===== src/rtl/pad_poller.sv =====
module pad_poller #(
  parameter int HALF_CYC = 300,
  parameter int POLL_CYC = 833_333,
  parameter int NBITS    = 16,
  parameter int ADDR_W   = 4
) (
  input  logic              clk,
  input  logic              rst_n,
  output logic              pad_latch,
  output logic              pad_clk,
  input  logic              pad_data,
  input  logic              rd_en,
  input  logic [ADDR_W-1:0] rd_addr,
  output logic [NBITS-1:0]  rd_data
);
  localparam int DW = (HALF_CYC > 2) ? $clog2(HALF_CYC) : 1;
  localparam int PW = (POLL_CYC > 2) ? $clog2(POLL_CYC) : 1;
  localparam int BW = $clog2(NBITS + 1);

  typedef enum logic [1:0] {S_IDLE, S_LATCH, S_SHIFT} st_t;

  st_t             state;
  logic [DW-1:0]   dcnt;
  logic            ph;
  logic [PW-1:0]   pcnt;
  logic            pend;
  logic            d1, d2;
  logic            lhalf;
  logic [BW-1:0]   nbit;
  logic [NBITS-1:0] sh, buttons;

  wire tick  = (dcnt == DW'(HALF_CYC - 1));
  wire bound = tick && ph;
  wire fire  = (pcnt == PW'(POLL_CYC - 1));
  wire start = (state == S_IDLE) && pend && bound;
  wire last  = (nbit == BW'(NBITS - 1));
  wire [NBITS-1:0] sh_next = {d2, sh[NBITS-1:1]};

  always_ff @(posedge clk) begin
    if (!rst_n) begin
      dcnt <= '0;
      ph   <= 1'b0;
    end else if (tick) begin
      dcnt <= '0;
      ph   <= ~ph;
    end else begin
      dcnt <= dcnt + 1'b1;
    end
  end

  always_ff @(posedge clk) begin
    if (!rst_n)     pcnt <= '0;
    else if (fire)  pcnt <= '0;
    else            pcnt <= pcnt + 1'b1;
  end

  always_ff @(posedge clk) begin
    if (!rst_n)      pend <= 1'b0;
    else if (fire)   pend <= 1'b1;
    else if (start)  pend <= 1'b0;
  end

  always_ff @(posedge clk) begin
    if (!rst_n) begin
      d1 <= 1'b1;
      d2 <= 1'b1;
    end else begin
      d1 <= pad_data;
      d2 <= d1;
    end
  end

  always_ff @(posedge clk) begin
    if (!rst_n) begin
      state     <= S_IDLE;
      pad_latch <= 1'b0;
      pad_clk   <= 1'b1;
      lhalf     <= 1'b0;
      nbit      <= '0;
      sh        <= '0;
      buttons   <= '0;
    end else begin
      case (state)
        S_IDLE: if (start) begin
          pad_latch <= 1'b1;
          lhalf     <= 1'b0;
          state     <= S_LATCH;
        end
        S_LATCH: if (tick) begin
          if (lhalf) begin
            pad_latch <= 1'b0;
            nbit      <= '0;
            state     <= S_SHIFT;
          end else begin
            lhalf <= 1'b1;
          end
        end
        S_SHIFT: if (tick) begin
          if (pad_clk) begin
            pad_clk <= 1'b0;
          end else begin
            pad_clk <= 1'b1;
            sh      <= sh_next;
            nbit    <= nbit + 1'b1;
            if (last) begin
              buttons <= ~sh_next;
              state   <= S_IDLE;
            end
          end
        end
        default: state <= S_IDLE;
      endcase
    end
  end

  always_ff @(posedge clk) begin
    if (!rst_n)      rd_data <= '0;
    else if (rd_en)  rd_data <= (rd_addr == '0) ? buttons : '0;
  end

  a_r4_latch_clk_high: assert property (@(posedge clk) disable iff (!rst_n)
    pad_latch |-> pad_clk);

  a_r9_idle_levels: assert property (@(posedge clk) disable iff (!rst_n)
    (state == S_IDLE) |-> (!pad_latch && pad_clk));

  a_r7_atomic: assert property (@(posedge clk) disable iff (!rst_n)
    (state != S_SHIFT) |=> $stable(buttons));

  a_r5_bit_bound: assert property (@(posedge clk) disable iff (!rst_n)
    nbit <= BW'(NBITS));

  a_r3_aligned: assert property (@(posedge clk) disable iff (!rst_n)
    $rose(pad_latch) |-> $past(bound));

  a_r8_other_addr: assert property (@(posedge clk) disable iff (!rst_n)
    (rd_en && rd_addr != '0) |=> (rd_data == '0));
endmodule


===== config.mk =====
export PLATFORM = sky130hd
export DESIGN_NAME = pad_poller
export DESIGN_NICKNAME = d
export VERILOG_FILES = /design/src/rtl/pad_poller.sv
export SDC_FILE = /design/constraint.sdc
export NUM_CORES = 1
export LEC_CHECK = 0
export ABC_AREA = 0
export BUFFER_PORTS_ARGS = -buffer_cell sky130_fd_sc_hd__buf_4
export CAP_MARGIN = 20
export CORE_MARGIN = 2
export CORE_UTILIZATION = 25
export CTS_CLUSTER_SIZE = 28
export DETAILED_ROUTE_END_ITERATION = 7
export MAX_ROUTING_LAYER = met4
export PLACE_DENSITY_LB_ADDON = 0.08
export SLEW_MARGIN = 20
export SYNTH_ARGS = -nofsm -noshare
export SYNTH_HDL_FRONTEND = slang
export SYNTH_SLANG_ARGS = --single-unit

===== constraint.sdc =====
create_clock -name clk -period 2.91 [get_ports clk]
set_clock_uncertainty 0.1 [all_clocks]
set_input_delay 0.4365 -clock clk [delete_from_list [all_inputs] [get_ports clk]]
set_output_delay 0.4365 -clock clk [all_outputs]
set_load 0.01 [all_outputs]

Word-level counts from Yosys, hierarchy flattened

Cells that the tools add are included.

Register bits after elaboration: 91
Output and inout bits: 18
Word-level logic and storage cells: 71
Input bits: 8

Muxes and demuxes: 22
Eq/ne operators: 11
Bitwise gates (word level): 4
Reductions and logical operators: 17
Add/subtract/negate cells: 3

Operators with widths:

| operator                                            | number |
|---|---|
| adder 20 x 1 -> 20 bit, second input constant       | 1 |
| equality test 20 bit, second input constant         | 1 |
| two-way mux 5 bit                                   | 4 |
| two-way mux 16 bit                                  | 1 |
| NOT 16 bit                                          | 1 |
| two-way mux 2 bit                                   | 6 |
| inequality test 2 bit, second input constant        | 6 |
| case mux 5 bit (2 select lines)                     | 1 |
| adder 9 x 1 -> 9 bit, second input constant         | 1 |
| equality test 9 bit, second input constant          | 1 |
| AND reduction 4 bit                                 | 2 |
| two-way mux 1 bit                                   | 7 |
| case mux 2 bit (3 select lines)                     | 1 |
| AND reduction 3 bit                                 | 2 |
| AND reduction 6 bit                                 | 1 |
| nonzero test 2 bit                                  | 3 |
| adder 5 x 1 -> 5 bit, second input constant         | 1 |
| equality test 5 x 4 -> 1 bit, second input constant | 1 |
| AND reduction 5 bit                                 | 1 |
| logical NOT 4 bit                                   | 1 |
| case mux 1 bit (2 select lines)                     | 2 |
| OR reduction 2 bit                                  | 2 |
| logical AND 1 bit                                   | 3 |
| NOT 1 bit                                           | 3 |
| other kinds (4)                                     | 4 |

Depth between registers and ports, before layout

Depth after elaboration: 5
Gate-level depth with buffers: 8

Worst setup path after synthesis

Ideal clock, no wire load.

Path type: register to register
Start: register dcnt[0]
End: register sh[10]
Arrival time: 1773 ps
Setup slack: 965 ps
Cell stages (with the launch flop): 7
Required time: 2738 ps
Clock period less this slack: 1945 ps
Setup time: 72 ps
Cell sequence: dfxtp_1 ha_1 and4b_1 nand2_1 nor3_4 buf_4 mux2i_1

Cells in the longest elaborated chain, start to end: 2

RTL lines:

| what                          | RTL line | source |
|---|---|---|
| start: declaration            | 23       | `logic [DW-1:0] dcnt;` |
| start signal: assignment      | 47       | `dcnt <= dcnt + 1'b1;` |
| equality test 9 bit           | 32       | `wire tick = (dcnt == DW'(HALF_CYC - 1));` |
| AND reduction 3 bit (no line) | -        |  |
| end signal: assignment        | 103      | `sh <= sh_next;` |
| end: declaration              | 30       | `logic [NBITS-1:0] sh, buttons;` |

Every way passes these cells.
A chain may end at the register's enable or synchronous reset.

Worst setup path in the final report

Start: register dcnt[0]
End: register buttons[1]

Cells in the longest elaborated chain, start to end: 2

RTL lines:

| what                          | RTL line | source |
|---|---|---|
| equality test 9 bit           | 32       |  |
| AND reduction 4 bit (no line) | -        |  |
| end signal: assignment        | 106      | `buttons <= ~sh_next;` |
| end: declaration              | 30       |  |

Every way passes these cells.

==> impl_metrics.env <==
export IMPL_synthFlopType="dfxtp_1"
export IMPL_final_util_pct=30.03
export IMPL_worstPathMaxFanout=30
export IMPL_timing_fmax_ghz=0.4434
export IMPL_hold_buffers=0
export IMPL_drtIter0Drc=146
export IMPL_ys_seq_area_share_pct=48.10
export IMPL_numClockSinks=90
export IMPL_post_route_period_util_pct=77.50
export IMPL_clk_latency_ps=340
export IMPL_route_vias_total=2673
export IMPL_ff2ff_path_depth=6
export IMPL_seq_area_sq_um=1802
export IMPL_report_final_setup_viol=0
export IMPL_post_cts_buffers=0
export IMPL_synth_area_sq_um=3746
export IMPL_die_w_um=126.4
export IMPL_setup_tns_ps=0
export IMPL_grt_first_pass_wirelength_mm=13.42
export IMPL_pre_cts_ws_ps=606.8
export IMPL_die_area_sq_um=15980
export IMPL_pwr_density_cell_nw_per_um2=543.7
export IMPL_fin_ws_ps=654.7
export IMPL_ys_warn_count=0
export IMPL_regToRegSetupSlack_ps=650
export IMPL_relSlewSlack_pct=57.77
export IMPL_multi_input_area_sq_um=1819
export IMPL_power_switching_mw=0.5300
export IMPL_worstHoldPathType="input pin to flop"
export IMPL_crit_type="flop to flop"
export IMPL_clk_path_buf_depth=2
export IMPL_outcome="complete, no violations"
export IMPL_area_growth_pct=16.93
export IMPL_worstMarginPinSlew_ps=627.7
export IMPL_max_cap_violations=0
export IMPL_synth_top_area_share_pct=48.10
export IMPL_die_h_um=126.4
export IMPL_cts_inserted_buffers=9
export IMPL_viasPerCell=4.418
export IMPL_power_leakage_nw=1.467
export IMPL_cts_resized=0
export IMPL_first_pass_iters=4
export IMPL_hold_viol=0
export IMPL_wirelength_mm=7.675
export IMPL_finalMaxSlewViolations=0
export IMPL_fillers=1547
export IMPL_cp_end_kind="flop"
export IMPL_io_buffers=25
export IMPL_worst_ir_drop_vdd_v=0.0002479
export IMPL_layout_drive_gt1_share_pct=18.05
export IMPL_clkPwrFrac_pct=45.3
export IMPL_rsz0062_at_grt="false"
export IMPL_cts_root_buffer="clkbuf_16"
export IMPL_yosysMostFrequentCell="dfxtp_1"
export IMPL_grt_pass1_vias=2680
export IMPL_ant_nets=0
export IMPL_start_util_pct=25.68
export IMPL_grt_start_max_net_pins=33
export IMPL_wl_per_cell_um=12.69
export IMPL_cts_tree="done"
export IMPL_overflow=0
export IMPL_antenna_found_initial=0
export IMPL_drc=0
export IMPL_swShare_pct=22.25
export IMPL_p_seq_share_pct=52.4
export IMPL_clk_pin_slew_ps=60
export IMPL_whs_path_depth=2
export IMPL_fin_hold_ws_ps=174.4
export IMPL_core_sq_um=14590
export IMPL_yosysUniqueCellTypes=48
export IMPL_worstPathRequired_ps=3030
export IMPL_nets=430
export IMPL_holdPathEnd="d1"
export IMPL_power_internal_mw=1.851
export IMPL_h_tree_depth=3
export IMPL_ys_ff_latch=90
export IMPL_synth_area_leader_cell="dfxtp_1"
export IMPL_reg2reg_to="buttons[1]"
export IMPL_post_dp_hpwl_mm=5.092
export IMPL_num_rows=44
export IMPL_yosys_top_cells_count="90 x dfxtp_1, 62 x nor2_1, 30 x nand2_1, 21 x a21oi_1"
export IMPL_final_cells=605
export IMPL_holdCritStartpoint="pad_data"
export IMPL_synth_edf_count=0
export IMPL_track_usage_pct=10.70
export IMPL_p_comb_share_pct=2.3
export IMPL_synthTopCellsByArea="dfxtp_1 48%, nor2_1 6.2%, mux2i_1 5.3%"
export IMPL_crit_path_start_kind="flop"
export IMPL_io_pins=26
export IMPL_period_minus_slack_ps=2255
export IMPL_syn_inst=393
export IMPL_syn_nets=406
export IMPL_syn_avg_cell_area_sq_um=9.532
export IMPL_placed_cells=590
export IMPL_r2r_start="dcnt[0]"
export IMPL_async_flop_share_pct=0
export IMPL_cp_arrival_ps=2370
export IMPL_antenna_cells=0
export IMPL_gp_congestion=0.7094
-- cells in the final DEF (no fill, tap or decap), drive strengths merged, types with 2 or more instances in the layout --
cell	Yosys	routed
a2111oi	2	2
a211oi	15	15
a21oi	21	21
and3	2	2
and4b	2	2
buf	5	29
clkbuf	11	10
clkinv	0	4
dfxtp	90	90
ha	5	5
inv	11	11
mux2i	20	20
nand2	30	30
nand2b	5	5
nand3	11	11
nand3b	3	3
nand4	5	5
nand4b	2	2
nor2	70	70
nor2b	18	18
nor3	10	10
nor4	7	7
nor4b	2	2
o21ai	3	3
o31ai	3	3
or4	3	3
or4b	2	2
xnor2	20	20
xor2	4	4
-- per-stage QoR --
step           area [sq um]  total power [mW]
2_1_floorplan          3746             1.310
4_1_cts                4380             2.434
6_report               4380             2.381
3_3_place_gp           4110             1.334
5_1_grt                4380             2.481
3_5_place_dp           4110             1.334
-- logic make-up after synthesis --
kind of cell    count (synthesis)  share of synthesized area [%]
simple gates                  177                          24.85
flops                          90                          48.10
compound gates                 50                          11.09
buf+inv                        27                          3.340
xor+xnor                       24                          5.611
mux                            20                          5.344
fa+ha+maj                       5                          1.670
-- sequential cells by signal, indices dropped and copies added, names as in the netlist --
register	cells
nbit	5
buttons	16
sh	15
rd_data	16
pcnt	20
ph	1
pad_clk	1
d2	1
dcnt	9
state	2
pend	1
d1	1
pad_latch	1
lhalf	1
-- layer usage --
layer  routed length [um]  GRT usage, %  vias up  part of all wire, %
met3                  243         2.109       11                  3.2
met1                 3852         13.41     1237                   50
met2                 3401         16.42       35                   44
li1                     -             -     1390                    -
met4                  177         5.430        0                  2.3
met5                    0             -        -                    0
-- final cells by class --
| class | instances | share of cell area (%) |
|---|---|---|
| Multi-Input combinational cell | 276 | 41.53 |
| Sequential cell | 90 | 41.13 |
| Clock buffer | 10 | 5.456 |
| Tap cell | 184 | 5.256 |
| Timing Repair Buffer | 29 | 4.970 |
| Inverter | 11 | 0.9426 |
| Clock inverter | 5 | 0.7141 |
-- worst max path at each step --
stage / start / cells past startpoint / slack [ps] / end
after floorplan: dcnt[0] / 6 / 960 / sh[10]
after global placement: dcnt[0] / 6 / 670 / buttons[1]
after detailed placement: dcnt[0] / 6 / 610 / buttons[1]
after CTS: dcnt[0] / 6 / 620 / buttons[1]
after global routing: dcnt[0] / 6 / 440 / buttons[14]
final: dcnt[0] / 6 / 650 / buttons[1]
-- worst max-delay path: stages (launching register included) --
cell and delay (ps):
dfxtp_1 370, ha_1 250, nand4b_1 320, nor4_4 360
buf_4 430, mux2i_1 240, nor2_1 50
-- power groups by stage --
| stage | clock [mW] | sequential [mW] | combinational, mW |
|---|---|---|---|
| 3_5_place_dp | 0 | 1.28 | 0.0574 |
| 4_1_cts | 1.13 | 1.25 | 0.0576 |
| 6_report | 1.08 | 1.25 | 0.0549 |
| 5_1_grt | 1.17 | 1.25 | 0.0634 |
| 2_1_floorplan | 0 | 1.27 | 0.0358 |
| 3_3_place_gp | 0 | 1.28 | 0.0573 |
Note: power is estimated with default switching activity, not from simulation.
